<file path="src/rtl/mag_monitor_pkg.sv">
// Shared types for the magnitude window monitor.
// Assumes: control register layout is fixed by the struct below (bit0 first).
package mag_monitor_pkg;

    typedef enum logic [1:0] {
        STAT_PEAK  = 2'd0,
        STAT_SUM   = 2'd1,
        STAT_COUNT = 2'd2
    } stat_mode_e;

    // Packed control word; last field is bit 0.
    typedef struct packed {
        logic       irq_en;     // bit5
        logic       clr_rd;     // bit4
        logic       host_xfer;  // bit3
        logic [1:0] fsel;       // bits[2:1]
        logic       run;        // bit0
    } ctrl_t;

    localparam int unsigned CTRL_W = $bits(ctrl_t);

    localparam logic [2:0] A_CTRL    = 3'd0;
    localparam logic [2:0] A_PERIOD  = 3'd1;
    localparam logic [2:0] A_THRESH  = 3'd2;
    localparam logic [2:0] A_HOLD_LO = 3'd3;
    localparam logic [2:0] A_HOLD_HI = 3'd4;

    // Statistic select: upper bit set means threshold count regardless of lower bit.
    function automatic stat_mode_e decode_mode(input logic [1:0] fsel);
        if (fsel[1])      return STAT_COUNT;
        else if (fsel[0]) return STAT_SUM;
        else              return STAT_PEAK;
    endfunction

endpackage

</file>
<file path="src/rtl/mag_window_timer.sv">
// Window timer: down counter loaded from the period value.
// Signals expiry while the count is 1 (or 0, so a zero period acts as 1),
// and reloads itself on expiry. An explicit load overrides everything.
// Assumes: synchronous active-low reset; run gates counting only.
module mag_window_timer #(
    parameter int unsigned CNT_W = 24
) (
    input  logic             clk,
    input  logic             rst_n,
    input  logic             run_i,
    input  logic             load_i,
    input  logic [CNT_W-1:0] period_i,
    output logic             expire_o
);

    logic [CNT_W-1:0] cnt_q;

    // Count is at its final step of the window.
    assign expire_o = run_i && (cnt_q <= CNT_W'(1));

    // Load, reload on expiry, or decrement.
    always_ff @(posedge clk) begin
        if (!rst_n)             cnt_q <= '0;
        else if (load_i)        cnt_q <= period_i;
        else if (run_i) begin
            if (cnt_q <= CNT_W'(1)) cnt_q <= period_i;
            else                    cnt_q <= cnt_q - CNT_W'(1);
        end
    end


    load_takes_period_chk: assert property (@(posedge clk) disable iff (!rst_n)
        load_i |=> (cnt_q == $past(period_i)));


    count_steps_down_chk: assert property (@(posedge clk) disable iff (!rst_n)
        (run_i && !load_i && cnt_q > CNT_W'(1)) |=> (cnt_q == $past(cnt_q) - CNT_W'(1)));

endmodule

</file>
<file path="src/rtl/mag_stat_engine.sv">
// Working statistic: peak, saturating sum, or saturating threshold count.
// zero_i forces 0 (window start); clr_i loads the mode's restart value.
// Assumes: STAT_W >= MAG_W; zero_i has priority over clr_i.
module mag_stat_engine
    import mag_monitor_pkg::*;
#(
    parameter int unsigned MAG_W  = 10,
    parameter int unsigned STAT_W = 34
) (
    input  logic              clk,
    input  logic              rst_n,
    input  logic              en_i,
    input  stat_mode_e        mode_i,
    input  logic [MAG_W-1:0]  thr_i,
    input  logic              smp_valid_i,
    input  logic [MAG_W-1:0]  smp_mag_i,
    input  logic              zero_i,
    input  logic              clr_i,
    output logic [STAT_W-1:0] work_o
);

    localparam logic [STAT_W-1:0] STAT_MAX = {STAT_W{1'b1}};

    logic [STAT_W-1:0] work_q;
    logic [STAT_W-1:0] mag_ext;
    logic [STAT_W:0]   sum_wide;
    logic [STAT_W-1:0] fresh;
    logic [STAT_W-1:0] upd;

    assign mag_ext  = STAT_W'(smp_mag_i);
    assign sum_wide = {1'b0, work_q} + {1'b0, mag_ext};

    // Restart value: current sample for peak and sum, zero for count.
    always_comb begin
        if (mode_i == STAT_COUNT || !smp_valid_i) fresh = '0;
        else                                      fresh = mag_ext;
    end

    // Per-sample update for the selected statistic.
    always_comb begin
        upd = work_q;
        if (smp_valid_i) begin
            unique case (mode_i)
                STAT_PEAK:  if (mag_ext > work_q) upd = mag_ext;
                STAT_SUM:   upd = sum_wide[STAT_W] ? STAT_MAX : sum_wide[STAT_W-1:0];
                STAT_COUNT: if (smp_mag_i > thr_i && work_q != STAT_MAX) upd = work_q + STAT_W'(1);
                default:    upd = work_q;
            endcase
        end
    end

    // Statistic register.
    always_ff @(posedge clk) begin
        if (!rst_n)      work_q <= '0;
        else if (zero_i) work_q <= '0;
        else if (clr_i)  work_q <= fresh;
        else if (en_i)   work_q <= upd;
    end

    assign work_o = work_q;


    peak_covers_sample_chk: assert property (@(posedge clk) disable iff (!rst_n)
        (en_i && !zero_i && !clr_i && smp_valid_i && mode_i == STAT_PEAK)
        |=> (work_q >= STAT_W'($past(smp_mag_i))));


    sum_never_drops_chk: assert property (@(posedge clk) disable iff (!rst_n)
        (en_i && !zero_i && !clr_i && mode_i == STAT_SUM) |=> (work_q >= $past(work_q)));


    count_never_wraps_chk: assert property (@(posedge clk) disable iff (!rst_n)
        (en_i && !zero_i && !clr_i && mode_i == STAT_COUNT) |=> (work_q >= $past(work_q)));


    below_thr_ignored_chk: assert property (@(posedge clk) disable iff (!rst_n)
        (en_i && !zero_i && !clr_i && mode_i == STAT_COUNT && smp_valid_i && smp_mag_i <= thr_i)
        |=> $stable(work_q));

endmodule

</file>
<file path="src/rtl/mag_monitor.sv">
// Magnitude window monitor top: registers, transfer/clear control, interrupt.
// Window end comes from the timer, or, in host-driven mode, from a read of
// the low holding word. Host read wins over a same-cycle window end.
// Assumes: MAG_W <= DATA_W, PER_W <= DATA_W, MAG_W <= STAT_W <= 2*DATA_W.
module mag_monitor
    import mag_monitor_pkg::*;
#(
    parameter int unsigned MAG_W  = 10,
    parameter int unsigned STAT_W = 34,
    parameter int unsigned PER_W  = 24,
    parameter int unsigned DATA_W = 32,
    parameter int unsigned ADDR_W = 3
) (
    input  logic              clk,
    input  logic              rst_n,
    input  logic              smp_valid,
    input  logic [MAG_W-1:0]  smp_mag,
    input  logic              reg_wr,
    input  logic              reg_rd,
    input  logic [ADDR_W-1:0] reg_addr,
    input  logic [DATA_W-1:0] reg_wdata,
    output logic [DATA_W-1:0] reg_rdata,
    output logic              irq
);

    localparam int unsigned WIDE_W = 2 * DATA_W;

    ctrl_t             ctrl_q;
    logic [PER_W-1:0]  period_q;
    logic [MAG_W-1:0]  thr_q;
    logic [STAT_W-1:0] hold_q;
    logic [DATA_W-1:0] rdata_q;
    logic              irq_q;

    logic [STAT_W-1:0] work_w;
    logic              expire_w;
    logic              start_w;
    logic              rd_hold_w;
    logic              host_xfer_w;
    logic              win_end_w;
    logic              auto_xfer_w;
    logic              xfer_w;
    logic              clr_w;
    logic [WIDE_W-1:0] hold_wide;
    logic [WIDE_W-1:0] work_wide;
    logic [DATA_W-1:0] rd_src;
    stat_mode_e        mode_w;

    assign mode_w      = decode_mode(ctrl_q.fsel);
    assign start_w     = reg_wr && (reg_addr == ADDR_W'(A_CTRL)) && reg_wdata[0];
    assign rd_hold_w   = reg_rd && (reg_addr == ADDR_W'(A_HOLD_LO));
    assign host_xfer_w = ctrl_q.run && ctrl_q.host_xfer && rd_hold_w && !start_w;
    assign win_end_w   = expire_w && !host_xfer_w && !start_w;
    assign auto_xfer_w = win_end_w && !ctrl_q.host_xfer;
    assign xfer_w      = host_xfer_w || auto_xfer_w;
    assign clr_w       = auto_xfer_w || (host_xfer_w && ctrl_q.clr_rd);

    mag_window_timer #(.CNT_W(PER_W)) timer_i (
        .clk      (clk),
        .rst_n    (rst_n),
        .run_i    (ctrl_q.run),
        .load_i   (start_w || host_xfer_w),
        .period_i (period_q),
        .expire_o (expire_w)
    );

    mag_stat_engine #(.MAG_W(MAG_W), .STAT_W(STAT_W)) stat_i (
        .clk         (clk),
        .rst_n       (rst_n),
        .en_i        (ctrl_q.run),
        .mode_i      (mode_w),
        .thr_i       (thr_q),
        .smp_valid_i (smp_valid),
        .smp_mag_i   (smp_mag),
        .zero_i      (start_w),
        .clr_i       (clr_w),
        .work_o      (work_w)
    );

    // Zero-extend statistic and holding value to two data words.
    always_comb begin
        hold_wide = '0;
        work_wide = '0;
        hold_wide[STAT_W-1:0] = hold_q;
        work_wide[STAT_W-1:0] = work_w;
    end

    // Read-data source selection by address.
    always_comb begin
        unique case (reg_addr)
            ADDR_W'(A_CTRL):    rd_src = DATA_W'(ctrl_q);
            ADDR_W'(A_PERIOD):  rd_src = DATA_W'(period_q);
            ADDR_W'(A_THRESH):  rd_src = DATA_W'(thr_q);
            ADDR_W'(A_HOLD_LO): rd_src = host_xfer_w ? work_wide[DATA_W-1:0] : hold_wide[DATA_W-1:0];
            ADDR_W'(A_HOLD_HI): rd_src = hold_wide[WIDE_W-1:DATA_W];
            default:            rd_src = '0;
        endcase
    end

    // Configuration register writes.
    always_ff @(posedge clk) begin
        if (!rst_n) begin
            ctrl_q   <= '0;
            period_q <= '0;
            thr_q    <= '0;
        end else if (reg_wr) begin
            if (reg_addr == ADDR_W'(A_CTRL))   ctrl_q   <= ctrl_t'(reg_wdata[CTRL_W-1:0]);
            if (reg_addr == ADDR_W'(A_PERIOD)) period_q <= reg_wdata[PER_W-1:0];
            if (reg_addr == ADDR_W'(A_THRESH)) thr_q    <= reg_wdata[MAG_W-1:0];
        end
    end

    // Holding register captures the statistic on a transfer.
    always_ff @(posedge clk) begin
        if (!rst_n)      hold_q <= '0;
        else if (xfer_w) hold_q <= work_w;
    end

    // Registered read data.
    always_ff @(posedge clk) begin
        if (!rst_n)      rdata_q <= '0;
        else if (reg_rd) rdata_q <= rd_src;
    end

    // One-cycle interrupt pulse per window end.
    always_ff @(posedge clk) begin
        if (!rst_n) irq_q <= 1'b0;
        else        irq_q <= win_end_w && ctrl_q.irq_en;
    end

    assign reg_rdata = rdata_q;
    assign irq       = irq_q;


    xfer_lands_stat_chk: assert property (@(posedge clk) disable iff (!rst_n)
        xfer_w |=> (hold_q == $past(work_w)));


    host_mode_hold_kept_chk: assert property (@(posedge clk) disable iff (!rst_n)
        (ctrl_q.host_xfer && !rd_hold_w) |=> $stable(hold_q));


    irq_masked_chk: assert property (@(posedge clk) disable iff (!rst_n)
        !ctrl_q.irq_en |=> !irq);


    irq_idle_chk: assert property (@(posedge clk) disable iff (!rst_n)
        !ctrl_q.run |=> !irq);


    collision_quiet_chk: assert property (@(posedge clk) disable iff (!rst_n)
        (expire_w && host_xfer_w) |=> !irq);

endmodule

</file>
<file path="config.mk">
export PLATFORM = sky130hd
export DESIGN_NAME = mag_monitor
export DESIGN_NICKNAME = d
export VERILOG_FILES = /design/src/rtl/mag_monitor_pkg.sv /design/src/rtl/mag_window_timer.sv /design/src/rtl/mag_stat_engine.sv /design/src/rtl/mag_monitor.sv
export SDC_FILE = /design/constraint.sdc
export NUM_CORES = 1
export LEC_CHECK = 0
export ABC_AREA = 0
export BUFFER_PORTS_ARGS = -buffer_cell sky130_fd_sc_hd__clkbuf_2
export CORE_ASPECT_RATIO = 0.6
export CORE_MARGIN = 2
export CORE_UTILIZATION = 30
export CTS_CLUSTER_SIZE = 24
export DETAILED_ROUTE_END_ITERATION = 7
export GPL_TIMING_DRIVEN = 0
export PLACE_DENSITY = 0.5
export SLEW_MARGIN = 20
export SYNTH_ARGS = -nofsm -noshare
export SYNTH_HDL_FRONTEND = slang
export SYNTH_SLANG_ARGS = --single-unit
</file>
<file path="constraint.sdc">
create_clock -name clk -period 2.5 [get_ports clk]
set_input_delay 0.5 -clock clk [delete_from_list [all_inputs] [get_ports clk]]
set_output_delay 0.5 -clock clk [all_outputs]
set_load 0.05 [all_outputs]
</file>
# After elaboration in Yosys (flattened, before gate mapping)
# Index checks and enable logic that the tools add are counted.
# totals
wordCells	75
regBits	165
out_inout_bits	33
# classes
n_eq_ne	9
muxes	15
order_cmp	3
n_addsub	3
reduce_logical	32
bitwise_logic	1
# op_table
op	count
two-way mux 34 bit	6
case mux 32 bit (5 select lines)	1
case mux 34 bit (3 select lines)	1
two-way mux 24 bit	3
adder 34 x 10 -> 35 bit	1
adder 34 x 1 -> 34 bit (second input constant)	1
greater-than comparator 10 x 34 -> 1 bit	1
!= test 34 bit (second input constant)	1
two-way mux 32 bit	1
<= comparator 24 x 1 -> 1 bit (second input constant)	1
subtractor 24 x 1 -> 24 bit (second input constant)	1
logical AND 1 bit	13
greater-than comparator 10 bit	1
two-way mux 10 bit	1
equality test 3 x 2 -> 1 bit (second input constant)	2
AND reduction 2 bit	3
nonzero test 2 bit	3
AND reduction 5 bit	1
logical NOT 1 bit	4
logical OR 1 bit	4
nonzero test 4 bit	1
equality test 3 x 1 -> 1 bit (second input constant)	1
equality test 3 bit (second input constant)	1
logical NOT 3 bit	1
other kinds (9)	9

# Longest topological paths before layout
# Gate-level depths: netlist of the first run.
# depth
word_depth	12
mapped_depth	13

# Cells and area by module
# Synthesis of the first run repeated with hierarchy kept, for this count alone.
# hier_totals
cells_unflattened	1349
area_unflattened_um2	10431.3
# by_module_without_submodules
mod	cells_per_inst	instances	seq_area_each_um2	area_per_inst_um2
mag_monitor	558	1	2142.1	4808.4
mag_stat_engine	575	1	680.7	3966.3
mag_window_timer	216	1	480.5	1656.6

# Worst setup path after synthesis of the first run
# No wires, ideal clock.
# synth_path
kind	register -> register
startpoint	register timer_i.cnt_q[16]
endpoint	register hold_q[10]
n_path_buf	1
path_slack_ns	-0.318
period_less_slack_ns	2.818
t_required_ns	2.372
stages_incl_launch_ff	10
arrival_ns	2.690
setup_time_ns	0.128
path_cell_list	dfxtp_1 -> or4_4 -> or2_1 -> or4_4 -> or3b_4 -> a21oi_1 -> nor2_1 -> buf_2 -> mux2i_1 -> nor2_1
# synth_between
elab_chain_cells	6
# synth_lines
item	line_no	rtl
start: declaration	mag_window_timer.sv:16	logic [CNT_W-1:0] cnt_q;
start signal: assignment	mag_window_timer.sv:24	else if (load_i) cnt_q <= period_i;
start signal: assignment	mag_window_timer.sv:26	if (cnt_q <= CNT_W'(1)) cnt_q <= period_i;
start signal: assignment	mag_window_timer.sv:27	else cnt_q <= cnt_q - CNT_W'(1);
<= comparator 24 x 1 -> 1 bit	mag_window_timer.sv:19	assign expire_o = run_i && (cnt_q <= CNT_W'(1));
logical AND 1 bit	mag_window_timer.sv:19	
logical AND 1 bit (2 in a row)	mag_monitor.sv:53	assign win_end_w = expire_w && !host_xfer_w && !start_w;
logical AND 1 bit	mag_monitor.sv:54	assign auto_xfer_w = win_end_w && !ctrl_q.host_xfer;
logical OR 1 bit	mag_monitor.sv:55	assign xfer_w = host_xfer_w || auto_xfer_w;
end signal: assignment	mag_monitor.sv:116	else if (xfer_w) hold_q <= work_w;
end: declaration	mag_monitor.sv:31	logic [STAT_W-1:0] hold_q;
# Every way passes these cells.
# A chain may end at the register's enable or synchronous reset.

# Final worst setup path of the first run
# layout_path
startpoint	register timer_i.cnt_q[16]
endpoint	register stat_i.work_q[8], in the netlist stat_i.work_o[8]
# layout_between
elab_chain_cells	8
word_cells_on_any_way	13
cone_classes	order compare (1); eq/ne (2); mux (1); reduce/logical (9)
# layout_lines
item	line_no	rtl
<= comparator 24 x 1 -> 1 bit (*)	mag_window_timer.sv:19	
logical AND 1 bit (*)	mag_window_timer.sv:19	
logical AND 1 bit (*) (2 in a row)	mag_monitor.sv:53	
logical AND 1 bit (*)	mag_monitor.sv:54	
logical OR 1 bit (*)	mag_monitor.sv:56	assign clr_w = auto_xfer_w || (host_xfer_w && ctrl_q.clr_rd);
!= test 3 bit (no line), or another cell as far along	-	
AND reduction 5 bit (no line)	-	
end signal: assignment	mag_stat_engine.sv:56	else if (clr_i) work_q <= fresh;
end signal: assignment	mag_stat_engine.sv:57	else if (en_i) work_q <= upd;
end: declaration	mag_stat_engine.sv:24	logic [STAT_W-1:0] work_q;
# Mark *: on every way between the ends. The rest lies on a longest branch, timed or not.

==> results of run 1 <==
layout by cell type, fill, tap and decap left out, types with 11 or more instances in the layout:
| master | count |
|---|---|
| inv_1 | 34 |
| dfxtp_2 | 13 |
| mux2i_1 | 44 |
| clkbuf_2 | 84 |
| nand4_1 | 16 |
| nor4_1 | 13 |
| a21oi_1 | 142 |
| o21ai_1 | 30 |
| nand2_1 | 192 |
| buf_4 | 34 |
| nor3_1 | 25 |
| buf_6 | 13 |
| and3_1 | 11 |
| clkbuf_1 | 52 |
| ha_1 | 25 |
| a31oi_1 | 22 |
| a21oi_2 | 16 |
| nand3_1 | 40 |
| dfxtp_1 | 145 |
| xnor2_1 | 14 |
| clkbuf_16 | 23 |
| o21ai_0 | 50 |
| buf_12 | 12 |
| nor2_1 | 155 |
| and2_1 | 31 |
| o211ai_1 | 11 |
sequential cells by signal, indices dropped and copies added (netlist names):
register,count
irq,1
timer_i.cnt_q,24
ctrl_q,6
stat_i.work_o,34
reg_rdata,32
hold_q,34
thr_q,10
period_q,24
stage by stage:
step | utilization [%] | worst slack [ns] | cells | setup TNS, ns
floorplan | - | -0.2684 | 1387 | -12.39
global placement | 33.81 | -1.588 | 1909 | -112.23
detailed placement | 33.81 | -1.555 | 1909 | -112.08
CTS | 38.44 | -0.4186 | 1971 | -32.60
global route | 40.52 | -0.4770 | 1990 | -37.69
finish | 40.52 | -0.4677 | 1990 | -33.93
metal layers:
layer | GRT usage [%] | part of all wire, % | wire length, µm
met5 | 0 | 0 | 0
met3 | 7.834 | 12 | 5181
met4 | 4.379 | 1.1 | 476
met1 | 39.28 | 51 | 22270
met2 | 30.04 | 36 | 16020
path summary, 6_finish.rpt:
path,endpoint,depth (start not counted),from
setup / recovery,stat_i.work_o[8],9,timer_i.cnt_q[16]
hold / removal,period_q[11],3,reg_wdata[11]
setup reg to reg,stat_i.work_o[8],9,timer_i.cnt_q[16]
hold reg to reg,period_q[11],2,period_q[11]
cells by family (layout without fill, tap and decap cells):
family	count (synthesis)	after routing	share of synthesized area [%]
simple gates	587	587	27.26
compound gates	386	386	23.15
flops	165	165	32.89
buf+inv	147	300	5.619
mux	48	48	5.033
fa+ha+maj	34	34	4.311
xor+xnor	20	20	1.744
worst min-delay path, stage by stage:
cell and delay [ns]:
clkbuf_2 0.08, nand2_1 0.04, a21oi_1 0.05
final cells by class:
| class | count | area (µm²) | share of cell area (%) |
|---|---|---|---|
| Buffer | 95 | 656.9 | 4.962 |
| Clock buffer | 18 | 439.2 | 3.317 |
| Clock inverter | 14 | 152.6 | 1.153 |
| Inverter | 40 | 156.4 | 1.181 |
| Multi-Input combinational cell | 1075 | 6865 | 51.86 |
| Sequential cell | 165 | 3346 | 25.27 |
| Tap cell | 450 | 563.0 | 4.253 |
| Timing Repair Buffer | 133 | 1060 | 8.005 |
power by group through the flow:
stage	Clock [mW]	Sequential [mW]	Combinational [mW]
after floorplan	0	2.77	0.908
after global placement	0	2.78	1.37
after detailed placement	0	2.78	1.38
after CTS	2.81	2.72	2.13
after global routing	2.90	2.73	2.91
final	2.77	2.73	2.81
repair_timing:
item / in CTS / in global routing
endpoints found under the setup margin: 138 / 132
pin swaps: 18 / 37
endpoints found under the hold margin: 0 / 0
resized for setup: 153 / 161
gates cloned: 3 / 5
setup buffers: 36 / 18
==> metrics.md, run 1 <==
| Metric | Value |
|---|---|
| Vias in the first global route | 9964 |
| Post-Synthesis Cells | 1387 |
| Nets@finish | 1611 |
| Worst Skew | 0.01232 ns |
| Cell with the most instances after synthesis | nand2_1 |
| Clk sinks | 165 |
| Post-synthesis sequential area ratio | 32.89% |
| Final WL | 43950 µm |
| CP Launch Type | register |
| Htree depth | 4 |
| HP Class | primary input to register |
| Std-Cell Rows | 51 |
| Worst-path cell chain | or4_4 > or2_4 > or4_4 > or3b_4 > buf_4 > nand2_4 > buf_12 > nor2_1 > a221o_1 |
| Count of different cell masters after synthesis | 74 |
| Fin. max-slew vios | 0 |
| P_sw | 2.816 mW |
| Layout area overhead | 31.82% |
| Chip width | 240.2 µm |
| N_diodes | 0 |
| Largest net degree at the start of global routing | 17 |
| Pwr Total | 8.300 mW |
| Most instantiated cells after synthesis | nand2_1 (199), dfxtp_1 (165), nor2_1 (162), a21oi_1 (161), clkbuf_1 (92) |
| Clk_lat worst skew | 0.46 ns |
| Syn_nets | 1471 |
| VDD IR-drop max | 545.3 µV |
| CP peak stage delay | 0.54 ns |
| CP most frequent cell | or4_4 |
| Clk buf depth | 2 |
| WP data arrival | 3.31 ns |
| CTS tree | yes |
| Detailed placement HPWL | 32470 µm |
| Post-synth EDFFs | 0 |
| Largest cells by area after synthesis | dfxtp_1 (33%), a21oi_1 (8.0%), nand2_1 (7.4%), nor2_1 (6.1%), mux2i_1 (4.6%) |
| DR iter-0 viols | 1382 |
| RSZ-0062 raised after global routing | true |
| IO Count | 83 |
| Design area | 0.01324 mm² |
| Crit share post-route | 118.7% |
| Mapped cell area | 0.01004 mm² |
| RD Place Congestion | 0.9827 |
| Cts bufs inserted | 17 |
| Port bufs | 72 |
| Core ar. | 0.03267 mm² |
| Chip height | 145.7 µm |
| Fmax achieved | 337.0 MHz |
| Antenna Violating Nets Remaining | 0 |
| Sw Ratio | 33.93% |
| Maximum fanout along the worst path | 7 |
| Die area | 0.03500 mm² |
| R2R Setup Slk | -0.47 ns |
| First-pass GRT wire length | 63590 µm |
| Clock transition at path regs | 0.07 ns |
| Slew HR | 33.27% |
| Count of final hold-check violations | 0 |
| Initial core utilization | 30.74% |
| Minimum clock period after layout | 2.968 ns |
| Synth Register Bits | 165 |
| Overflow after GRT | 0 |
| Post-synth top area share | 32.89% |
| Avg Cell Area, Syn | 7.241 µm² |
| Clk root buf | clkbuf_16 |
| # DRC | 0 |
| Tightest hold margin | 0.2672 ns |
| Number of buffers and inverters on the critical path | 2 |
| Kind of critical path | register to register |
| Yosys warning total | 0 |
| Static Leak | 4.941 nW |
| Critical Path End Type | register |
| First drt pass iteration count | 6 |
| Worst-Margin Slew | 1.001 ns |
| Layout cells sized above 1 | 22.53% |
| Vias per cell | 5.652 |
| Hold buffers post-CTS | 0 |
| WL per Instance | 22.08 µm |
| Failing checks | negative setup slack |
| Ys flop type | dfxtp_1 |
| Cell Int Power | 5.484 mW |
| Slowest CP cell | or4_4 |
| Post-synth top area cell | dfxtp_1 |
| Setup violators final | 92 |
| Max Cap Violations | 0 |
| Clock power frac | 33.4% |
| Ys async rst share | 0% |
| GRT Util Overall | 24.28% |
| Top cell family by delay on the critical path | simple AND/OR/NAND/NOR gates |
| Initial antenna violation count | 1 |
| PD cells | 626.9 mW/mm² |
| Status | finished, violations left |
| Setup ws final | -0.4677 ns |
| Comb power frac | 33.8% |
| Fillers | 3382 |
| Seq pwr share | 32.8% |
| Total vias in the final route | 11247 |
| WP data required | 2.84 ns |
| Post-place instance area | 0.01105 mm² |
Note: power is estimated with default switching activity, not from simulation.
==> run 2: changes to the inputs <==
CORE_UTILIZATION = 54   (was 30)
PLACE_DENSITY = 0.79   (was 0.5)
==> metrics.md, run 2 (synthesized netlist as in run 1, its figures left out) <==
| Metric | Value |
|---|---|
| Fin. max-slew vios | 0 |
| DR iter-0 viols | 1809 |
| Vias in the first global route | 10420 |
| Status | finished, violations left |
| Commonest non-fill, non-tap cell in the layout | nand2_1 |
| Cts bufs inserted | 17 |
| Clk root buf | clkbuf_16 |
| Tightest hold margin | 0.2733 ns |
| Std-Cell Rows | 38 |
| CP Launch Type | register |
| Placed cell count | 1699 |
| Clock power frac | 34.9% |
| PD cells | 615.7 mW/mm² |
| Top cell family by delay on the critical path | simple AND/OR/NAND/NOR gates |
| Vias per cell | 6.595 |
| Commonest non-fill, non-tap cells in the layout | nand2_1 (195), nor2_1 (157), a21oi_1 (151) |
| RSZ-0062 raised after global routing | true |
| Core ar. | 0.01816 mm² |
| Slowest CP cell | or4_4 |
| Clk buf depth | 2 |
| WP data required | 2.86 ns |
| Chip width | 180.1 µm |
| RR Endpoint | stat_i.work_o[1] |
| Nets@finish | 1603 |
| Clock transition at path regs | 0.07 ns |
| Comb power frac | 30.4% |
| Slew HR | 30.39% |
| Sw Ratio | 33.19% |
| Worst Skew | 0.008805 ns |
| Overflow after GRT | 0 |
| CP peak stage delay | 0.55 ns |
| Fillers | 1476 |
| Worst-path cell chain | or4_4 > or2_4 > or4_4 > or3b_4 > a2111oi_4 > buf_12 > nand2_1 > o21ai_1 |
| R2R Setup Slk | -0.46 ns |
| HP Class | primary input to register |
| Register area | 0.003339 mm² |
| N_diodes | 0 |
| Detailed placement HPWL | 28290 µm |
| First-pass GRT wire length | 59580 µm |
| WL per Instance | 22.91 µm |
| Max Cap Violations | 0 |
| Setup ws final | -0.4612 ns |
| # DRC | 0 |
| Minimum clock period after layout | 2.961 ns |
| Antenna Violating Nets Remaining | 0 |
| CP most frequent cell | or4_4 |
| Worst-Margin Slew | 1.035 ns |
| R2R depth | 8 |
| Maximum fanout along the worst path | 10 |
| Multi-input gate area | 0.006728 mm² |
| Static Leak | 4.844 nW |
| Htree depth | 4 |
| TNS Setup | -34.97 ns |
| Final cell count without fillers | 1772 |
| Cell Int Power | 5.243 mW |
| Layout cells sized above 1 | 20.30% |
| Pwr Total | 7.849 mW |
| Failing checks | negative setup slack |
| Kind of critical path | register to register |
| Total vias in the final route | 11686 |
| Initial antenna violation count | 0 |
| GRT Util Overall | 39.71% |
| Port bufs | 72 |
| Number of buffers and inverters on the critical path | 1 |
| Clk sinks | 165 |
| Fmax achieved | 337.7 MHz |
| First drt pass iteration count | 8 |
| WP data arrival | 3.33 ns |
| Crit share post-route | 118.4% |
| Largest net degree at the start of global routing | 17 |
| Count of final hold-check violations | 0 |
| Die area | 0.01974 mm² |
| IO Count | 83 |
| Layout area overhead | 26.92% |
| Clk_lat worst skew | 0.45 ns |
| Chip height | 109.6 µm |
| Hold Path Stages | 3 |
| FF-to-FF Start | timer_i.cnt_q[16] |
| RD Place Congestion | 1.014 |
| VDD IR-drop max | 518.7 µV |
| Setup violators final | 92 |
| Hold_sp | reg_wdata[11] |
| Final WL | 40600 µm |
| Post-place instance area | 0.01078 mm² |
| Seq pwr share | 34.7% |
| Design area | 0.01275 mm² |
| Critical Path End Type | register |
| Initial core utilization | 55.30% |
| Worst Hold End | period_q[11] |
| P_sw | 2.605 mW |
| CTS tree | yes |
[run 2: cell count changes in the layout (fill, tap and decap cells not counted), sizes merged]
cell,before,now
clkbuf,171,174
inv,42,46
buf,75,63
clkinvlp,4,1
[run 2: per-layer routing]
| layer | vias up | global-route usage [%] | part of all wire [%] |
|---|---|---|---|
| li1 | 5195 | - | - |
| met1 | 5497 | 57.00 | 43 |
| met2 | 872 | 53.37 | 38 |
| met3 | 122 | 17.03 | 17 |
| met4 | 0 | 11.12 | 2.3 |
| met5 | - | 0 | 0 |
[run 2: power groups by stage]
stage,registers (mW),logic (mW),clock network [mW]
6_report,2.72,2.39,2.74
3_5_place_dp,2.78,1.34,0
5_1_grt,2.72,2.44,2.85
4_1_cts,2.72,2.02,2.73
3_3_place_gp,2.78,1.33,0
2_1_floorplan,2.77,0.908,0
[run 2: metrics by stage]
step / utilization [%] / setup slack [ns]
2_1_floorplan: - / -0.2684
3_3_place_gp: 59.37 / -1.401
3_5_place_dp: 59.37 / -1.430
4_1_cts: 67.75 / -0.4438
5_1_grt: 70.18 / -0.5475
6_report: 70.18 / -0.4612
[run 2: final cells by class]
| type | count | area share [%] |
|---|---|---|
| flip-flops and latches | 165 | 26.20 |
| repair buffers | 122 | 7.106 |
| clock buffers | 17 | 3.337 |
| clock inverters | 15 | 1.315 |
| inverters | 40 | 1.188 |
| well taps | 240 | 2.356 |
| multi-input cells | 1075 | 52.78 |
| plain buffers | 98 | 5.722 |
[run 2: worst max path at each step]
stage | depth (start not counted) | endpoint | start | slack, ns
after detailed placement | 11 | stat_i.work_o[33] | smp_mag[7] | -1.43
after global routing | 11 | timer_i.cnt_q[11] | timer_i.cnt_q[16] | -0.55
after global placement | 11 | stat_i.work_o[33] | smp_mag[7] | -1.40
after floorplan | 6 | stat_i.work_o[6] | timer_i.cnt_q[16] | -0.27
final | 8 | stat_i.work_o[1] | timer_i.cnt_q[16] | -0.46
after CTS | 8 | stat_i.work_o[2] | timer_i.cnt_q[16] | -0.44
[run 2: worst reg2reg max path: stages, from the launching register on]
cell and delay, ns:
dfxtp_4 0.35, or4_4 0.55, or2_4 0.29, or4_4 0.51
or3b_4 0.44, a2111oi_4 0.36, buf_12 0.19, nand2_1 0.09
o21ai_1 0.11
[run 2: what timing repair did]
| action | CTS | global route |
|---|---|---|
| pin swaps | 18 | 33 |
| gates resized for setup | 162 | 109 |
| hold buffers | 0 | 0 |
| setup buffers | 33 | 10 |
| cloned | 5 | 3 |
| setup endpoints to repair | 113 | 128 |
==> run 3: changes to the inputs <==
GPL_ROUTABILITY_DRIVEN = 0   (was unset)
PLACE_DENSITY = 0.82   (was 0.79)
==> metrics.md, run 3 (synthesized netlist as in run 1, its figures left out) <==
| Metric | Value |
|---|---|
| Crit share post-route | 123.9% |
| Chip width | 180.1 µm |
| Critical Path End Type | register |
| Kind of critical path | register to register |
| FF-to-FF Start | timer_i.cnt_q[12] |
| Nets@finish | 1626 |
| PD cells | 619.3 mW/mm² |
| Overflow after GRT | 0 |
| Worst Setup SP | timer_i.cnt_q[12] |
| RR Endpoint | stat_i.work_o[8] |
| Hold buffers post-CTS | 0 |
| R2R Setup Slk | -0.60 ns |
| Die area | 0.01974 mm² |
| VDD IR-drop max | 522.7 µV |
| Final WL | 43950 µm |
| IO Count | 83 |
| Max Cap Violations | 0 |
| CP Capture Point | stat_i.work_o[8] |
| Clk root buf | clkbuf_16 |
| Detailed placement HPWL | 27000 µm |
| Pwr Total | 8.217 mW |
| HP Class | primary input to register |
| Fmax achieved | 322.7 MHz |
| Setup violators final | 93 |
| Htree depth | 4 |
| Total vias in the final route | 12716 |
| Core ar. | 0.01816 mm² |
| Fillers | 1276 |
| Maximum fanout along the worst path | 7 |
| Slew HR | 31.00% |
| Top cell family by delay on the critical path | simple AND/OR/NAND/NOR gates |
| Hold_sp | reg_wdata[14] |
| Worst path depth | 7 |
| Antenna Violating Nets Remaining | 0 |
| Static Leak | 5.072 nW |
| R2R depth | 7 |
| Number of buffers and inverters on the critical path | 1 |
| Failing checks | design-rule violations, negative setup slack |
| WL per Instance | 24.50 µm |
| Vias in the first global route | 10889 |
| Port bufs | 72 |
| Setup ws final | -0.5986 ns |
| N_diodes | 0 |
| Worst-Margin Slew | 1.026 ns |
| # DRC | 20 |
| Minimum clock period after layout | 3.099 ns |
| Design area | 0.01327 mm² |
| Std-Cell Rows | 38 |
| Clk_lat worst skew | 0.45 ns |
| Post-place instance area | 0.01078 mm² |
| Cts bufs inserted | 17 |
| Count of final hold-check violations | 0 |
| Layout cells sized above 1 | 25.48% |
| Clk buf depth | 2 |
| Layout area overhead | 32.12% |
| Vias per cell | 7.088 |
| CTS tree | yes |
| Fin. max-slew vios | 0 |
| Initial antenna violation count | 0 |
| DR iter-0 viols | 2445 |
| First drt pass iteration count | 8 |
| Chip height | 109.6 µm |
| GRT Util Overall | 38.83% |
| Worst-path cell chain | nor4_2 > nand3_1 > or4_4 > or3b_4 > a2111oi_4 > buf_4 > a221o_1 |
| Largest net degree at the start of global routing | 17 |
| Clock transition at path regs | 0.07 ns |
| First-pass GRT wire length | 59510 µm |
| Worst Skew | 0.01721 ns |
| Status | finished, violations left |
| Slowest CP cell | nor4_2 |
| Initial core utilization | 55.30% |
| WP data arrival | 3.48 ns |
| CP Launch Type | register |
| Commonest non-fill, non-tap cells in the layout | nand2_1 (184), nor2_1 (154), a21oi_1 (150) |
| WP data required | 2.89 ns |
| RSZ-0062 raised after global routing | true |
| Clk sinks | 165 |
| CP peak stage delay | 0.57 ns |
| Commonest non-fill, non-tap cell in the layout | nand2_1 |
==> run 3: cell count changes in the layout (fill, tap and decap cells not counted), moves of 4 or more <==
cell | before | now
o21ai_2 | 7 | 15
nand3_2 | 1 | 6
dfxtp_1 | 148 | 139
inv_1 | 36 | 31
nor3_4 | 2 | 6
buf_4 | 27 | 53
nand2_2 | 2 | 11
nand2_1 | 195 | 184
nand3_1 | 43 | 38
inv_6 | 6 | 1
dfxtp_4 | 6 | 14
o21ai_0 | 54 | 48
nor3_1 | 33 | 26
==> run 3: area by class of cell <==
cell class	instances	area [µm²]	area share, %
buffer	94	671.9	5.064
clock buffer	23	478.0	3.602
clock inverter	8	100.1	0.7544
inverter	40	163.9	1.235
multi-input combinational	1075	7056	53.17
sequential	165	3371	25.40
tap	240	300.3	2.263
timing repair buffer	149	1129	8.505
==> run 3: stage by stage <==
step | utilization, % | hold slack, ns | setup slack, ns | TNS, ns | cells
finish | 73.06 | 0.2746 | -0.5986 | -39.82 | 1794
global route | 73.06 | 0.2812 | -0.5890 | -38.90 | 1794
CTS | 67.31 | 0.2742 | -0.4165 | -29.51 | 1753
detailed placement | 59.37 | 0.4704 | -1.152 | -90.53 | 1699
global placement | 59.37 | 0.4590 | -1.144 | -82.16 | 1699
floorplan | - | 0.4462 | -0.2684 | -12.39 | 1387
==> run 3: what timing repair did <==
item	CTS	global route
endpoints found under the setup margin	122	122
buffers inserted	26	47
pin swaps	28	56
gates resized for setup	162	224
hold endpoints to repair	0	0
cloned	5	4
==> run 3: worst min-delay path by stage <==
stage / slack, ns / cells past startpoint / end
3_5_place_dp: 0.47 / 2 / period_q[12]
6_report: 0.27 / 3 / period_q[14]
4_1_cts: 0.27 / 3 / period_q[11]
3_3_place_gp: 0.46 / 2 / thr_q[3]
2_1_floorplan: 0.45 / 2 / period_q[1]
5_1_grt: 0.28 / 3 / period_q[14]
==> run 3: power by group <==
| group | internal [mW] | leakage (nW) | total [mW] | switching [mW] |
|---|---|---|---|---|
| clock | 1.54 | 0.271 | 2.72 | 1.18 |
| combinational | 1.25 | 3.45 | 2.78 | 1.53 |
| sequential | 2.66 | 1.35 | 2.72 | 0.0623 |
==> run 3: worst reg2reg max path: stages (launching register included) <==
cell	delay (ns)
dfxtp_1	0.42
nor4_2	0.57
nand3_1	0.15
or4_4	0.57
or3b_4	0.46
a2111oi_4	0.46
buf_4	0.25
a221o_1	0.15
==> run 3: routing by layer <==
layer  track usage (%)  vias to the layer above  part of all wire, %
met4             14.69                        0                  6.3
met3             17.03                      362                   19
met1             52.45                     5755                   36
li1                  -                     5233                    -
met2             54.43                     1366                   38
met5                 0                        -                    0
